### config.mk
export PLATFORM = sky130hd
export DESIGN_NAME = can_rx_dual_buffer
export DESIGN_NICKNAME = d
export VERILOG_FILES = /design/src/rtl/can_rxq_pkg.sv /design/src/rtl/rxq_slot.sv /design/src/rtl/rxq_ctrl.sv /design/src/rtl/rxq_irq.sv /design/src/rtl/can_rx_dual_buffer.sv
export SDC_FILE = /design/constraint.sdc
export NUM_CORES = 1
export LEC_CHECK = 0
export ABC_AREA = 1
export BUFFER_PORTS_ARGS = -buffer_cell sky130_fd_sc_hd__buf_2
export CORE_UTILIZATION = 60
export CTS_CLUSTER_DIAMETER = 40
export DETAILED_ROUTE_END_ITERATION = 16
export PLACE_DENSITY = 0.86
export SLEW_MARGIN = 20
export SYNTH_ARGS = -nofsm -noshare
export SYNTH_HDL_FRONTEND = slang
export SYNTH_HIERARCHICAL = 1
export SYNTH_SLANG_ARGS = --single-unit
### constraint.sdc
create_clock -name clk -period 2.88 [get_ports clk]
set_input_delay 0.288 -clock clk [delete_from_list [all_inputs] [get_ports clk]]
set_output_delay 0.288 -clock clk [all_outputs]
set_load 0.05 [all_outputs]
### src/rtl/can_rxq_pkg.sv
package can_rxq_pkg;
    parameter int unsigned ID_W      = 29;
    parameter int unsigned DLC_W     = 4;
    parameter int unsigned DATA_W    = 64;
    parameter int unsigned GRP_W     = 4;
    parameter int unsigned RXQ_DEPTH = 2;

    localparam int unsigned PTR_W = (RXQ_DEPTH > 1) ? $clog2(RXQ_DEPTH) : 1;
    localparam int unsigned CNT_W = $clog2(RXQ_DEPTH + 1);

    typedef struct packed {
        logic [GRP_W-1:0]  grp;
        logic [ID_W-1:0]   id;
        logic [DLC_W-1:0]  dlc;
        logic [DATA_W-1:0] data;
    } rx_frame_t;

    // Reduce a slot index sum back into the range 0..RXQ_DEPTH-1.
    function automatic logic [PTR_W-1:0] ptr_wrap(input logic [PTR_W:0] raw);
        if (raw >= (PTR_W+1)'(RXQ_DEPTH))
            return PTR_W'(raw - (PTR_W+1)'(RXQ_DEPTH));
        else
            return PTR_W'(raw);
    endfunction
endpackage

### src/rtl/rxq_slot.sv
module rxq_slot
    import can_rxq_pkg::*;
(
    input  logic      clk,
    input  logic      rst,
    input  logic      we,
    input  rx_frame_t din,
    output rx_frame_t q
);
    always_ff @(posedge clk) begin
        if (rst)
            q <= '0;
        else if (we)
            q <= din;
    end
endmodule

### src/rtl/rxq_ctrl.sv
module rxq_ctrl
    import can_rxq_pkg::*;
(
    input  logic                 clk,
    input  logic                 rst,
    input  logic                 soft_rst,
    input  logic                 acc,
    input  logic                 rel_req,
    input  logic                 ovr_clear,
    output logic [PTR_W-1:0]     head_ptr,
    output logic [CNT_W-1:0]     count,
    output logic                 ovr_flag,
    output logic [RXQ_DEPTH-1:0] wr_en
);
    logic             rel;
    logic             full;
    logic             store;
    logic             ovr_evt;
    logic [PTR_W-1:0] wr_ptr;

    always_comb begin
        rel     = rel_req && (count != '0);
        full    = (count == CNT_W'(RXQ_DEPTH));
        // A release in the same cycle frees the head slot for the arrival.
        store   = acc && (!full || rel);
        ovr_evt = acc && full && !rel;
        wr_ptr  = ptr_wrap({1'b0, head_ptr} + (PTR_W+1)'(count));
        wr_en   = '0;
        if (store)
            wr_en[wr_ptr] = 1'b1;
    end

    always_ff @(posedge clk) begin
        if (rst || soft_rst) begin
            head_ptr <= '0;
            count    <= '0;
            ovr_flag <= 1'b0;
        end else begin
            if (rel)
                head_ptr <= ptr_wrap({1'b0, head_ptr} + (PTR_W+1)'(1));
            count <= count + CNT_W'(store) - CNT_W'(rel);
            if (ovr_evt)
                ovr_flag <= 1'b1;
            else if (ovr_clear)
                ovr_flag <= 1'b0;
        end
    end
endmodule

### src/rtl/rxq_irq.sv
module rxq_irq (
    input  logic pending,
    input  logic ovr_flag,
    input  logic ovr_en,
    output logic rx_irq,
    output logic ovr_irq
);
    always_comb begin
        rx_irq  = pending;
        ovr_irq = ovr_flag && ovr_en;
    end
endmodule

### src/rtl/can_rx_dual_buffer.sv
module can_rx_dual_buffer
    import can_rxq_pkg::*;
(
    input  logic              clk,
    input  logic              rst,
    input  logic              soft_rst,
    input  logic              rx_valid,
    input  logic              rx_accept,
    input  logic [GRP_W-1:0]  rx_group,
    input  logic [ID_W-1:0]   rx_id,
    input  logic [DLC_W-1:0]  rx_dlc,
    input  logic [DATA_W-1:0] rx_data,
    input  logic              rd_release,
    input  logic              ovr_clear,
    input  logic              ovr_irq_en,
    output logic              head_valid,
    output logic [GRP_W-1:0]  head_group,
    output logic [ID_W-1:0]   head_id,
    output logic [DLC_W-1:0]  head_dlc,
    output logic [DATA_W-1:0] head_data,
    output logic [CNT_W-1:0]  fill_cnt,
    output logic              overrun,
    output logic              rx_irq,
    output logic              ovr_irq
);
    rx_frame_t              in_frame;
    rx_frame_t              slot_q [RXQ_DEPTH];
    rx_frame_t              head_frame;
    logic [RXQ_DEPTH-1:0]   wr_en;
    logic [PTR_W-1:0]       head_ptr;
    logic                   ovr_flag;
    logic [CNT_W-1:0]       count;

    always_comb begin
        in_frame.grp  = rx_group;
        in_frame.id   = rx_id;
        in_frame.dlc  = rx_dlc;
        in_frame.data = rx_data;
    end

    rxq_ctrl u_ctrl (
        .clk      (clk),
        .rst      (rst),
        .soft_rst (soft_rst),
        .acc      (rx_valid && rx_accept),
        .rel_req  (rd_release),
        .ovr_clear(ovr_clear),
        .head_ptr (head_ptr),
        .count    (count),
        .ovr_flag (ovr_flag),
        .wr_en    (wr_en)
    );

    for (genvar g = 0; g < RXQ_DEPTH; g++) begin : g_slot
        rxq_slot u_slot (
            .clk (clk),
            .rst (rst),
            .we  (wr_en[g]),
            .din (in_frame),
            .q   (slot_q[g])
        );
    end

    always_comb begin
        head_valid = (count != '0);
        head_frame = head_valid ? slot_q[head_ptr] : '0;
        head_group = head_frame.grp;
        head_id    = head_frame.id;
        head_dlc   = head_frame.dlc;
        head_data  = head_frame.data;
        fill_cnt   = count;
        overrun    = ovr_flag;
    end

    rxq_irq u_irq (
        .pending (head_valid),
        .ovr_flag(ovr_flag),
        .ovr_en  (ovr_irq_en),
        .rx_irq  (rx_irq),
        .ovr_irq (ovr_irq)
    );
endmodule

==> After elaboration in Yosys (flattened, before gate mapping) <==
Cells that the tools add are included.
{ "word_totals": {"reg_bits": 206, "latch_bits": 0, "ramBits": 0, "mem_bits_ro": 0, "in_bits": 109, "out_inout_bits": 107, "elab_cells": 48, "memories": 0} }
{ "classes": {"add_sub_neg": 6, "n_mul": 0, "div_mod_pow": 0, "order_cmp": 5, "eq_ne": 1, "n_shift": 0, "mux": 11, "bitwise_logic": 1, "n_reduce_logical": 13} }
{ "ops": {"columns": ["operator", "count"], "rows": [
  ["$mux 101", 4],
  ["$logic_and 1x1->1", 7],
  ["$ge 2x2->1 const B", 3],
  ["$mux 1", 5],
  ["$reduce_bool 2->1", 2],
  ["$add 1x1->2 const B", 1],
  ["$add 1x2->2", 1],
  ["$add 2x1->2", 1],
  ["$eq 2x2->1 const B", 1],
  ["$logic_not 1->1", 2],
  ["$logic_or 1x1->1", 2],
  ["$lt 1x2->1 const B", 1],
  ["$mux 2", 1],
  ["$not 1->2", 1],
  ["$sub 1x1->1 const B", 2],
  ["$sub 2x1->2", 1],
  ["$demux 1 s1", 1],
  ["$ge 1x1->1 const B", 1]
]} }

==> Longest topological paths before layout <==
{ "depth": {"ltp_word": 8, "depth_mapped": 11, "depth_no_buf": 11} }

==> Cells and area by module <==
The synthesis kept the hierarchy.
{ "modules_own_cells": {"columns": ["mod", "instances", "cells_each", "area_per_inst_um2", "seq_area_each_um2"], "rows": [
  ["rxq_slot", 2, 640, 4091.4, 2021.9],
  ["can_rx_dual_buffer", 1, 543, 2108.3, 0.0],
  ["rxq_ctrl", 1, 38, 274.0, 80.1],
  ["rxq_irq", 1, 3, 15.0, 0.0]
]} }

==> Worst setup path before layout <==
OpenSTA, ideal clock, no wires.
{ "synth_timing": {"path_kind": "reg-to-output", "from": "register u_ctrl.count[0]", "to": "output port head_group[0]", "t_arrival_ps": 1975, "required_ps": 2592, "path_slack_ps": 617, "path_stages_with_launch": 6, "path_buffers": 1, "path_cell_list": "dfxtp_1 -> inv_1 -> nand2_1 -> buf_2 -> nand2_1 -> nor2_1"} }
{ "synth_via": {"elab_chain_cells": 2} }
{ "synth_lines": {"columns": ["element", "line_no", "rtl"], "rows": [
  ["start: declaration", "rxq_ctrl.sv:11", "output logic [CNT_W-1:0] count,"],
  ["start signal: assignment", "rxq_ctrl.sv:41", "count <= count + CNT_W'(store) - CNT_W'(rel);"],
  ["$reduce_bool 2->1", "can_rx_dual_buffer.sv:65", "head_valid = (count != '0);"],
  ["net head_valid", "can_rx_dual_buffer.sv:16", "output logic head_valid,"],
  ["$mux 101", "can_rx_dual_buffer.sv:66", "head_frame = head_valid ? slot_q[head_ptr] : '0;"],
  ["end: declaration", "can_rx_dual_buffer.sv:17", "output logic [GRP_W-1:0] head_group,"]
]} }
The timed path passes the listed nets, and every way through them passes these cells.

==> Worst setup path in the final report <==
{ "layout_timing": {"from": "register u_ctrl.count[0]", "to": "output port head_data[41]"} }
{ "layout_via": {"elab_chain_cells": 2} }
{ "layout_lines": {"columns": ["element", "line_no", "rtl"], "rows": [
  ["$reduce_bool 2->1", "can_rx_dual_buffer.sv:65", null],
  ["$mux 101", "can_rx_dual_buffer.sv:66", null],
  ["end: declaration", "can_rx_dual_buffer.sv:20", "output logic [DATA_W-1:0] head_data,"]
]} }
Every way passes these cells.

==> summary.md <==
| Metric | Value |
|---|---|
| Highest-delay cell along the critical path | `dfxtp_1` |
| Relative slew slack | `40.5%` |
| Initial antenna violation count | `3` |
| Number of remaining DRC errors | `0` |
| Crit path cell chain | `inv_1, nand2_4, buf_4, nand2_1, nor2_1, buf_2` |
| First-pass GRT wire length | `between 40000 and 50000 um` |
| Postcts setup bufs | `0` |
| Worst R2R Start | `u_ctrl/head_ptr` |
| Port bufs | `215` |
| HPWL Detailed | `15200 um` |
| Htree depth | `1` |
| Die Ht | `roughly 130 um` |
| CTS buffer count | `30` |
| Critical path type | `register to output port` |
| Final Hold Vio Count | `0` |
| Die X-Extent | `135 um` |
| Post-synthesis register bit count | `about 210` |
| Initial Utilization | `about three fifths` |
| Top-Level Pins | `216` |
| Skew-Pair Late Insertion Delay | `between 0.5 and 0.6 ns` |
| Reg2reg end | `g_slot[0].u_slot/q[60]` |
| Root buffer selected by CTS | `clkbuf_16` |
| Largest net degree at the start of global routing | `roughly 180` |
| Unrepaired setup endpoints after global routing | `false` |
| CTS tree | `done` |
| Post-Syn Instances | `1864` |
| Clock slew at reported path FFs | `approximately 0.050 ns` |
| Gpl congestion | `0.822` |
| DR vias | `~11000` |
| Nets | `roughly 2100` |
| Core Util, Final | `about three quarters` |
| Final setup vio count | `0` |
| Proportion of netlist area held by the largest area contributor | `about 39%` |
| Met2 Resource Use GR | `~46%` |
| Syn_area_per_cell | `about 5.7 um^2` |
| Worst Skew | `~0.016 ns` |
| Total GRT Usage | `between 20% and 30%` |
| Synth Cell Area | `10600 um^2` |
| Clock Sinks | `between 200 and 250` |
| Avg WL per Cell | `11.2 um` |
| Clk buf depth | `3` |
| TNS Setup | `0 ns` |
| Hold WS | `around 0.031 ns` |
| Min-Delay Path Class | `input port to register` |
| DR iter-0 viols | `between 700 and 800` |
| Final Max Tran Viols | `0` |
| Post-route design area | `12700 um^2` |
| Pwr dens | `around 620 nW/um^2` |
| Gr busiest metal | `met2` |
| Core area | `about 17000 um^2` |
| Crit. Startpoint | `u_ctrl/count[0]` |
| Achievable frequency | `362 MHz` |
| Leakage Power | `6.37 nW` |
| Final cell count without fillers | `~2300` |
| Worst Reg-to-Reg Cells | `6` |
| R2R Setup Slk | `0.63 ns` |
| Peak supply drop | `0.481 mV` |
| Status | `finished clean` |
| Grt ovf | `0` |
| Max cap viols | `0` |
| Hold_buf cts | `0` |
| 1st-pass router iterations | `5` |
| CP arrival | `approximately 2.5 ns` |
| Post-CTS sizing | `0` |
| CP Max Fanout | `41` |
| Worst Setup End Kind | `output port` |
| FILL cells | `approximately 1400` |
| Syn-to-layout area delta | `19.8%` |
| Post-Place Cells | `between 2000 and 2500` |
| Post-Route WL | `about 26000 um` |
| Max incr delay on CP | `roughly 0.45 ns` |
| Largest area contributor in the netlist | `dfxtp_1` |
| Synth area leaders | `dfxtp_1 39%, nand2_1 22%, nor2_1 22%, inv_1 11%, buf_2 3.6%` |
| Die area | `18200 um^2` |
| Register area share after synthesis | `slightly below 40%` |
| Req. time, crit path | `~2.6 ns` |
| Num rows | `48` |
| Worst Tran Pin Value | `~0.89 ns` |
| Synth unique cells | `18` |
| Number of global-route vias before repair | `roughly 9300` |
| Antenna-violating nets left | `0` |
| Commonest non-fill, non-tap cell in the layout | `nand2_1` |
| CP startpoint kind | `register` |
| Final period util | `a little over nine tenths` |
| Syn_nets | `1975` |
| Critical path destination | `head_data[41]` |
| Met3 usage | `roughly 4.5%` |
| Synth warn | `6` |
| Cell Area, Placed | `around 12000 um^2` |
| Most frequent cells in the layout | `614 x nand2_1, 611 x nor2_1, 316 x inv_1` |
| Crit path time final | `2.77 ns` |
| Met1 Use GR | `about a third` |
| Layout cells sized above 1 | `between 10 and 15%` |
| Routed vias/inst | `between 4 and 5` |
sequential cells by signal, indices dropped and copies added, names as in the netlist:
register,count
u_ctrl/ovr_flag,1
u_ctrl/head_ptr,1
u_ctrl/count,2
g_slot.u_slot/q,202
cell usage after synthesis, drive strengths merged:
cell / count
clkbuf: 3
ha: 2
inv: 318
nor2b: 1
buf: 97
nand2: 616
xnor2: 1
dfxtp: 206
a21oi: 2
nand3: 3
nor2: 614
nand4: 1
power breakdown:
| group | leakage [nW] | internal [mW] | total, mW | switching, mW |
|---|---|---|---|---|
| combinational | 4.17 | 0.318 | 0.955 | 0.637 |
| clock | 0.518 | 2.48 | 3.81 | 1.33 |
| sequential | 1.68 | 3.00 | 3.09 | 0.0845 |
| total | 6.37 | 5.81 | 7.86 | 2.05 |
cell families (layout without fill, tap and decap cells):
logic type               Yosys count  in the layout  synth area share, %
XOR/XNOR                           1              1               0.0828
adder cells (fa/ha/maj)            2              2                0.236
buffers and inverters            418            604                 16.4
AO/OA/AOI/OAI                      2              2               0.0946
flip-flops                       206            206                 39.0
AND/OR/NAND/NOR                 1235           1235                 44.2
other                              0              2                    0
worst min-delay path by stage:
stage / startpoint / end / slack, ns / depth (start not counted)
finish: ovr_clear / u_ctrl/ovr_flag / 0.03 / 4
global route: ovr_clear / u_ctrl/ovr_flag / 0.03 / 4
CTS: ovr_clear / u_ctrl/ovr_flag / 0.008 / 4
detailed placement: g_slot[1].u_slot/q[96] / g_slot[1].u_slot/q[96] / 0.46 / 2
global placement: g_slot[0].u_slot/q[38] / g_slot[0].u_slot/q[38] / 0.46 / 2
floorplan: ovr_clear / u_ctrl/ovr_flag / 0.45 / 3
cell type report:
| class | count | area (um^2) | share of cell area (%) |
|---|---|---|---|
| clock buffer | 40 | 871 | 6.87 |
| sequential | 206 | 4130 | 32.6 |
| clock inverter | 16 | 201 | 1.59 |
| antenna | 2 | 5.00 | 0.0395 |
| tap | 225 | 282 | 2.22 |
| timing repair buffer | 230 | 1260 | 9.96 |
| inverter | 318 | 1200 | 9.43 |
| multi-input combinational | 1240 | 4730 | 37.3 |
critical path, delay by kind of cell (launching register included):
family / cells / cell delay [ns]
AND/OR/NAND/NOR: 3 / 0.64
buffers and inverters: 3 / 0.82
flip-flops: 1 / 0.45
stage by stage:
step           total power [mW]  setup slack [ns]
2_1_floorplan              3.84             0.617
3_3_place_gp               4.06             0.760
3_5_place_dp               4.09             0.728
4_1_cts                    7.91             0.143
5_1_grt                    8.19            0.0127
6_report                   7.86             0.114
metal layers:
metal  routed length, um  up-vias
met3                1500       69
met2               12200      295
met4                 734        2
met1               11000     4610
met5                  13        -
li1                    -     5562
Note: power is estimated with default switching activity, not from simulation.
